===== src/rtl/pdv_pkg.sv =====
package pdv_pkg;

  localparam int FACT_W    = 3;
  localparam int DATA_W    = 8;
  localparam int OFS_W     = 8;
  localparam int EN_BIT    = 7;
  localparam int BUSY_BIT  = 0;
  localparam logic [OFS_W-1:0] OFS_FACT = 8'h43;
  localparam logic [OFS_W-1:0] OFS_CTRL = 8'h46;

  localparam int MAX_FACT  = (1 << FACT_W) - 1;
  localparam int MAX_RATIO = 1 << (MAX_FACT - 1);
  localparam int CNT_W     = $clog2(MAX_RATIO);
  localparam int RAT_W     = CNT_W + 1;
  localparam int MAX_WIN   = 2 + 3 * MAX_RATIO;
  localparam int WIN_W     = $clog2(MAX_WIN + 1);

  typedef logic [FACT_W-1:0] fact_t;
  typedef logic [RAT_W-1:0]  ratio_t;
  typedef logic [WIN_W-1:0]  win_t;

  // log-encoded factor to ratio; 0 and 1 both select divide-by-one
  function automatic ratio_t ratio_of(fact_t f);
    if (f == '0) return ratio_t'(1);
    return ratio_t'(1) << (f - fact_t'(1));
  endfunction

  function automatic win_t win_on(fact_t f);
    return win_t'(2 + 3 * int'(ratio_of(f)));
  endfunction

  function automatic win_t win_off(fact_t f);
    return win_t'(3 * int'(ratio_of(f)));
  endfunction

endpackage


===== src/rtl/pdv_regs.sv =====
module pdv_regs
  import pdv_pkg::*;
(
  input  logic              clk,
  input  logic              rst_n,
  input  logic              wr_i,
  input  logic [OFS_W-1:0]  ofs_i,
  input  logic [DATA_W-1:0] wdata_i,
  input  logic              busy_i,
  output fact_t             fact_o,
  output logic              en_o,
  output logic              ctrl_wr_o,
  output logic [DATA_W-1:0] rdata_o
);

  logic  sel_fact, sel_ctrl;
  logic  fact_we, ctrl_we;
  fact_t fact_q;
  logic  en_q;
  logic  unused_wbits;

  assign sel_fact = (ofs_i == OFS_FACT);
  assign sel_ctrl = (ofs_i == OFS_CTRL);
  assign fact_we  = wr_i && sel_fact;
  assign ctrl_we  = wr_i && sel_ctrl;
  assign unused_wbits = ^wdata_i[EN_BIT-1:FACT_W];

  always_ff @(posedge clk or negedge rst_n) begin
    if (!rst_n) begin
      fact_q <= '0;
      en_q   <= 1'b0;
    end else begin
      if (fact_we) fact_q <= wdata_i[FACT_W-1:0];
      if (ctrl_we) en_q   <= wdata_i[EN_BIT];
    end
  end

  always_comb begin
    rdata_o = '0;
    if (sel_fact) begin
      rdata_o[FACT_W-1:0] = fact_q;
    end else if (sel_ctrl) begin
      rdata_o[EN_BIT]   = en_q;
      rdata_o[BUSY_BIT] = busy_i;
    end
  end

  assign fact_o    = fact_q;
  assign en_o      = en_q;
  assign ctrl_wr_o = ctrl_we;

  AST_CTRL_TRACKS_WRITE: assert property (@(posedge clk) disable iff (!rst_n)
    ctrl_we |=> (en_o == $past(wdata_i[EN_BIT])))
    else $error("enable bit did not take the written value");

endmodule


===== src/rtl/pdv_settle.sv =====
module pdv_settle
  import pdv_pkg::*;
(
  input  logic clk,
  input  logic rst_n,
  input  logic load_i,
  input  win_t win_i,
  output logic busy_o
);

  win_t timer_q, timer_n;

  always_comb begin
    timer_n = timer_q;
    if (load_i)
      timer_n = win_i;
    else if (timer_q != '0)
      timer_n = win_t'(timer_q - 1'b1);
  end

  always_ff @(posedge clk or negedge rst_n) begin
    if (!rst_n) timer_q <= '0;
    else        timer_q <= timer_n;
  end

  assign busy_o = (timer_q != '0);

  AST_BUSY_ON_LOAD: assert property (@(posedge clk) disable iff (!rst_n)
    (load_i && win_i != '0) |=> busy_o)
    else $error("busy not raised by a control write");

endmodule


===== src/rtl/pdv_core.sv =====
module pdv_core
  import pdv_pkg::*;
(
  input  logic  clk,
  input  logic  rst_n,
  input  logic  en_i,
  input  fact_t fact_i,
  output logic  run_o,
  output fact_t act_o,
  output logic  clk_o
);

  logic             run_q, run_n;
  logic             run_neg_q;
  logic             phase_q, phase_n;
  logic [CNT_W-1:0] cnt_q, cnt_n;
  logic [CNT_W-1:0] mask_q, mask_n, half_n;
  fact_t            act_q, act_n;
  logic             start, stop, div1;

  always_comb begin
    mask_q = CNT_W'(ratio_of(act_q) - 1'b1);
    start  = en_i && !run_q;
    stop   = !en_i && run_q && ((cnt_q & mask_q) == mask_q);
    run_n  = run_q;
    cnt_n  = cnt_q;
    act_n  = act_q;
    if (start) begin
      run_n = 1'b1;
      cnt_n = '0;
      act_n = fact_i;
    end else if (stop) begin
      run_n = 1'b0;
      cnt_n = '0;
    end else if (run_q) begin
      cnt_n = CNT_W'(cnt_q + 1'b1) & mask_q;
    end
    mask_n  = CNT_W'(ratio_of(act_n) - 1'b1);
    half_n  = CNT_W'(ratio_of(act_n) >> 1);
    phase_n = run_n && (act_n > fact_t'(1)) && ((cnt_n & mask_n) >= half_n);
  end

  always_ff @(posedge clk or negedge rst_n) begin
    if (!rst_n) begin
      run_q   <= 1'b0;
      cnt_q   <= '0;
      act_q   <= '0;
      phase_q <= 1'b0;
    end else begin
      run_q   <= run_n;
      cnt_q   <= cnt_n;
      act_q   <= act_n;
      phase_q <= phase_n;
    end
  end

  // gate for the divide-by-one path changes only while the reference is low
  always_ff @(negedge clk or negedge rst_n) begin
    if (!rst_n) run_neg_q <= 1'b0;
    else        run_neg_q <= run_q;
  end

  assign div1  = (act_q <= fact_t'(1));
  assign clk_o = div1 ? (clk & run_neg_q) : phase_q;
  assign run_o = run_q;
  assign act_o = act_q;

  AST_START_LOW: assert property (@(posedge clk) disable iff (!rst_n)
    $rose(run_q) |-> !phase_q)
    else $error("output high at start");

  AST_STOP_LOW: assert property (@(posedge clk) disable iff (!rst_n)
    $fell(run_q) |-> !phase_q)
    else $error("output high at stop");

  AST_ACTIVE_HOLD: assert property (@(posedge clk) disable iff (!rst_n)
    (run_q && $past(run_q)) |-> $stable(act_q))
    else $error("ratio changed while running");

endmodule


===== src/rtl/pow2_clkdiv_bank.sv =====
module pow2_clkdiv_bank
  import pdv_pkg::*;
#(
  parameter  int NUM_CH = 4,
  localparam int CH_W   = (NUM_CH > 1) ? $clog2(NUM_CH) : 1,
  localparam int ADDR_W = CH_W + OFS_W
)(
  input  logic              clk_ref,
  input  logic              arst_n,
  input  logic              reg_wr,
  input  logic [ADDR_W-1:0] reg_addr,
  input  logic [DATA_W-1:0] reg_wdata,
  output logic [DATA_W-1:0] reg_rdata,
  output logic [NUM_CH-1:0] div_clk
);

  logic [1:0]       rst_sync_q;
  logic             rst_n;
  logic [CH_W-1:0]  ch_idx;
  logic [OFS_W-1:0] ofs;

  logic [NUM_CH-1:0] ch_en, ch_busy, ch_run, ch_ctrl_wr, ch_wr;
  fact_t             ch_fact [NUM_CH];
  fact_t             ch_act  [NUM_CH];
  win_t              ch_win  [NUM_CH];
  logic [DATA_W-1:0] ch_rd   [NUM_CH];

  always_ff @(posedge clk_ref or negedge arst_n) begin
    if (!arst_n) rst_sync_q <= 2'b00;
    else         rst_sync_q <= {rst_sync_q[0], 1'b1};
  end
  assign rst_n = rst_sync_q[1];

  assign ch_idx = reg_addr[ADDR_W-1:OFS_W];
  assign ofs    = reg_addr[OFS_W-1:0];

  for (genvar k = 0; k < NUM_CH; k++) begin : g_ch
    assign ch_wr[k]  = reg_wr && (ch_idx == CH_W'(k));
    assign ch_win[k] = reg_wdata[EN_BIT] ? win_on(ch_fact[k]) : win_off(ch_act[k]);

    pdv_regs u_regs (
      .clk       (clk_ref),
      .rst_n     (rst_n),
      .wr_i      (ch_wr[k]),
      .ofs_i     (ofs),
      .wdata_i   (reg_wdata),
      .busy_i    (ch_busy[k]),
      .fact_o    (ch_fact[k]),
      .en_o      (ch_en[k]),
      .ctrl_wr_o (ch_ctrl_wr[k]),
      .rdata_o   (ch_rd[k])
    );

    pdv_settle u_settle (
      .clk    (clk_ref),
      .rst_n  (rst_n),
      .load_i (ch_ctrl_wr[k]),
      .win_i  (ch_win[k]),
      .busy_o (ch_busy[k])
    );

    pdv_core u_core (
      .clk    (clk_ref),
      .rst_n  (rst_n),
      .en_i   (ch_en[k]),
      .fact_i (ch_fact[k]),
      .run_o  (ch_run[k]),
      .act_o  (ch_act[k]),
      .clk_o  (div_clk[k])
    );

    AST_SETTLED_ON: assert property (@(posedge clk_ref) disable iff (!rst_n)
      (ch_en[k] && !ch_busy[k]) |-> ch_run[k])
      else $error("channel not running after enable window");

    AST_SETTLED_OFF: assert property (@(posedge clk_ref) disable iff (!rst_n)
      (!ch_en[k] && !ch_busy[k]) |-> !ch_run[k])
      else $error("channel still running after disable window");
  end

  always_comb begin
    reg_rdata = '0;
    for (int k = 0; k < NUM_CH; k++) begin
      if (ch_idx == CH_W'(k)) reg_rdata = ch_rd[k];
    end
  end

endmodule


===== config.mk =====
export PLATFORM = sky130hd
export DESIGN_NAME = pow2_clkdiv_bank
export DESIGN_NICKNAME = d
export VERILOG_FILES = /design/src/rtl/pdv_pkg.sv /design/src/rtl/pdv_regs.sv /design/src/rtl/pdv_settle.sv /design/src/rtl/pdv_core.sv /design/src/rtl/pow2_clkdiv_bank.sv
export SDC_FILE = /design/constraint.sdc
export NUM_CORES = 1
export LEC_CHECK = 0
export CORE_UTILIZATION = 40
export DETAILED_ROUTE_END_ITERATION = 12
export DONT_BUFFER_PORTS = 1
export GPL_TIMING_DRIVEN = 0
export PLACE_DENSITY = 0.56
export SLEW_MARGIN = 0
export SYNTH_ARGS = -nofsm -noshare
export SYNTH_HDL_FRONTEND = slang
export SYNTH_SLANG_ARGS = --single-unit
export TNS_END_PERCENT = 1

===== constraint.sdc =====
create_clock -name clk_ref -period 3.14 [get_ports clk_ref]
set_input_delay 0.314 -clock clk_ref [delete_from_list [all_inputs] [get_ports clk_ref]]
set_output_delay 0.314 -clock clk_ref [all_outputs]
set_load 0.03 [all_outputs]

==> run metrics <==
drt drc=0; Fin Hold WS=approximately 0.064 ns; Worst slew margin=approximately 43%; Synth Instances=between 1000 and 1500; RR Startpoint=g_ch[2].u_core.run_o; Post-synth EDFFs=0; Critical Path End Type=flip-flop; DIE AREA=around 25000 um2; Placement Setup Slack=-1.10 ns; Final period util=101%; first-pass GRT wire length=42600 um; setup ws final=-0.0447 ns; power share of the clock group=33.3%; worst hold path type=input port to asynchronous set/reset pin; Peak VDD IR=between 200 and 300 uV; Yosys warnings=0; skew final=0.0211 ns; area of placed instances=just over 10000 um2; required time worst endpoint=around 3.5 ns; CORE AREA=23700 um2; failing checks=setup timing; RSZ-0062 raised after global routing=yes; Clk pin slew, worst setup/hold paths=~0.070 ns; Net Sw Power=between 1500 and 2000 uW; syn avg cell area=about 8.4 um2; top_reg_cell synth=dfrtp_1; sequential element share of the synthesized area=25.1%; Seq pwr share=a little under two fifths; Final Setup Violations=2; pin count of the biggest net entering global routing=53; Pre-antenna DRT Iters=5; clk_lat worst skew=between 0.4 and 0.5 ns; Final Hold Fails=0; Routed Antenna Nets=0; vias in the first global route=approximately 8500; Logic pwr share=~30%; Synth Cell Area=a little under 10000 um2; Worst setup SP type=flip-flop; IO buf count=0; Die Wd=158 um; via/cell ratio=about 5.4; status=finished, violations left; I/O pins=33; register area=roughly 2500 um2; Worst setup startpoint=g_ch[2].u_core.run_o; Die H=roughly 160 um; leakage=between 0.005 and 0.006 uW; maximum fanout along the worst path=5; Starting Density=between 40% and 50%; DP Wirelength=18300 um; Total Power=between 4000 and 5000 uW; Fillers=around 2300; post-route design area=about 12000 um2; Tmin final=between 3 and 4 ns; share of layout cells above drive strength 1=~23%; fin util=between 50 and 60%; Routed wire per std cell=between 15 and 20 um; nets=around 1400; Tightest Pin Transition=~0.86 ns; routed via count=just under 9000; R2R setup slack=-0.04 ns; Crit Path Category=flip-flop to flip-flop; initial antenna violation count=2; CTS tree=built; max cap viols=0; Max Freq=between 0.3 and 0.4 GHz; flops & latches, synth=a little under 100; Int Power=roughly 3200 uW; CP Data Arrival Time=3.53 ns; Synth cell types=approximately 80; Congestion Overflow GR=0; final wirelength=roughly 26000 um; Total GRT Usage=a little over a fifth; row cnt=56; Final Max Slew Viols=0; footprint of the multi-input gates=approximately 7500 um2; 1st-iter DRT viols=between 400 and 500; Async SR Flop Fraction=between 90% and 100%; pwr dens=400 nW/um2; switching share of total power=34.7%; area delta synth->final=23.8%; Final GP Congestion=roughly 0.88
[registers in the layout, indices dropped and copies added, names as in the netlist]
name	count
g_ch.u_settle.timer_q	32
g_ch.u_core.cnt_q	24
g_ch.u_core.act_o	12
g_ch.u_regs.fact_o	12
g_ch.u_core.phase_q	4
g_ch.u_core.run_neg_q	4
g_ch.u_core.run_o	4
g_ch.u_regs.en_o	4
rst_sync_q	2
[metal layers]
layer / track usage (%) / up-vias / share of wire (%)
met5: 0 / - / 0
met4: 6.27 / 0 / 1.3
met3: 3.89 / 24 / 4.3
met2: 35.4 / 165 / 46
met1: 29.2 / 4101 / 49
li1: - / 4364 / -
[Yosys cell counts (12+ instances only)]
master,count,area (um2)
inv_1,72,270
mux2_2,16,180
nand3_1,61,305
nand2_1,118,443
nor3_1,27,135
ha_1,124,1550
xnor2_1,41,359
clkbuf_1,29,109
buf_2,14,70.1
nand3b_1,18,135
o21ai_0,64,320
mux2i_1,18,180
a211oi_1,22,165
nor2b_1,19,119
o211ai_1,12,90.1
a21o_1,26,195
xor2_1,30,263
a21oi_1,60,300
nor2_1,89,334
dfrtp_1,94,2350
nor3b_1,14,105
[metrics by stage]
step           cells  TNS, ns
6_report        1592  -0.0500
5_1_grt         1590    -1.10
4_1_cts         1573   -0.183
3_5_place_dp    1492    -4.95
3_3_place_gp    1491    -7.65
2_1_floorplan   1172   -0.965
[path summary, 6_finish.rpt]
kind,to,cells past startpoint
setup / recovery,g_ch[2].u_core.phase_q,15
hold / removal,rst_sync_q[1],1
hold reg to reg,rst_sync_q[1],0
setup reg to reg,g_ch[2].u_core.phase_q,15
max in group asynchronous,g_ch[0].u_core.run_neg_q,1
min in group clk_ref,g_ch[0].u_regs.fact_o[2],3
[area by class of cell]
cell class | instances | area share [%]
Tap cell | 319 | 3.30
Clock inverter | 3 | 0.393
Timing Repair Buffer | 78 | 5.26
Inverter | 79 | 2.52
Antenna cell | 2 | 0.0414
Multi-Input combinational cell | 941 | 61.8
Sequential cell | 98 | 20.4
Buffer | 54 | 3.26
Clock buffer | 18 | 3.01
[cell usage in the layout, fill, tap and decap left out, types with 12 or more instances in the layout]
cell,synthesis,layout
o211ai_1,12,12
mux2_2,16,14
dfrtp_1,94,87
nand3_1,61,60
a211oi_1,22,13
nand3b_1,18,18
nand2_1,118,116
buf_4,8,82
nor2b_1,19,13
nor2_1,89,83
clkbuf_16,0,13
a21o_1,26,26
xor2_1,30,28
inv_1,72,63
xnor2_1,41,41
a21oi_1,60,53
ha_1,124,103
buf_6,2,13
inv_2,4,12
nor3_1,27,26
clkbuf_1,29,21
o21ai_0,64,53
[critical path, stage by stage (launching register included)]
cell       delay [ns]
dfrtp_1          0.39
and2b_4          0.33
mux2i_4          0.29
nand2_2          0.10
inv_2            0.08
ha_4             0.21
nor2_1           0.10
o21ai_1          0.10
ha_2             0.20
nor2b_1          0.13
o22a_1           0.21
a221oi_2         0.24
ha_2             0.20
a21o_1           0.12
a31oi_2          0.05
a2111oi_2        0.33
[what timing repair did]
item / CTS / global route
setup endpoints to repair: 16 / 17
pin swaps: 32 / 38
hold endpoints to repair: 14 / 0
gates resized for setup: 151 / 69
hold buffers: 4 / 0
buffers inserted: 56 / 18
[power groups by stage]
stage	logic (uW)	clock network (uW)	registers (uW)
2_1_floorplan	977	101	1760
3_3_place_gp	1180	101	1820
3_5_place_dp	1210	101	1820
4_1_cts	1360	1670	1790
5_1_grt	1600	1720	1840
6_report	1430	1610	1800
[logic make-up after synthesis]
group | count (synthesis) | synth area share [%]
buffers and inverters | 133 | 5.76
AO/OA/AOI/OAI | 263 | 17.8
AND/OR/NAND/NOR | 429 | 22.2
other | 2 | 0.0769
flip-flops | 98 | 25.1
adder cells (fa/ha/maj) | 132 | 17.5
multiplexers | 41 | 5.12
XOR/XNOR | 71 | 6.36
Note: power is estimated with default switching activity, not from simulation.
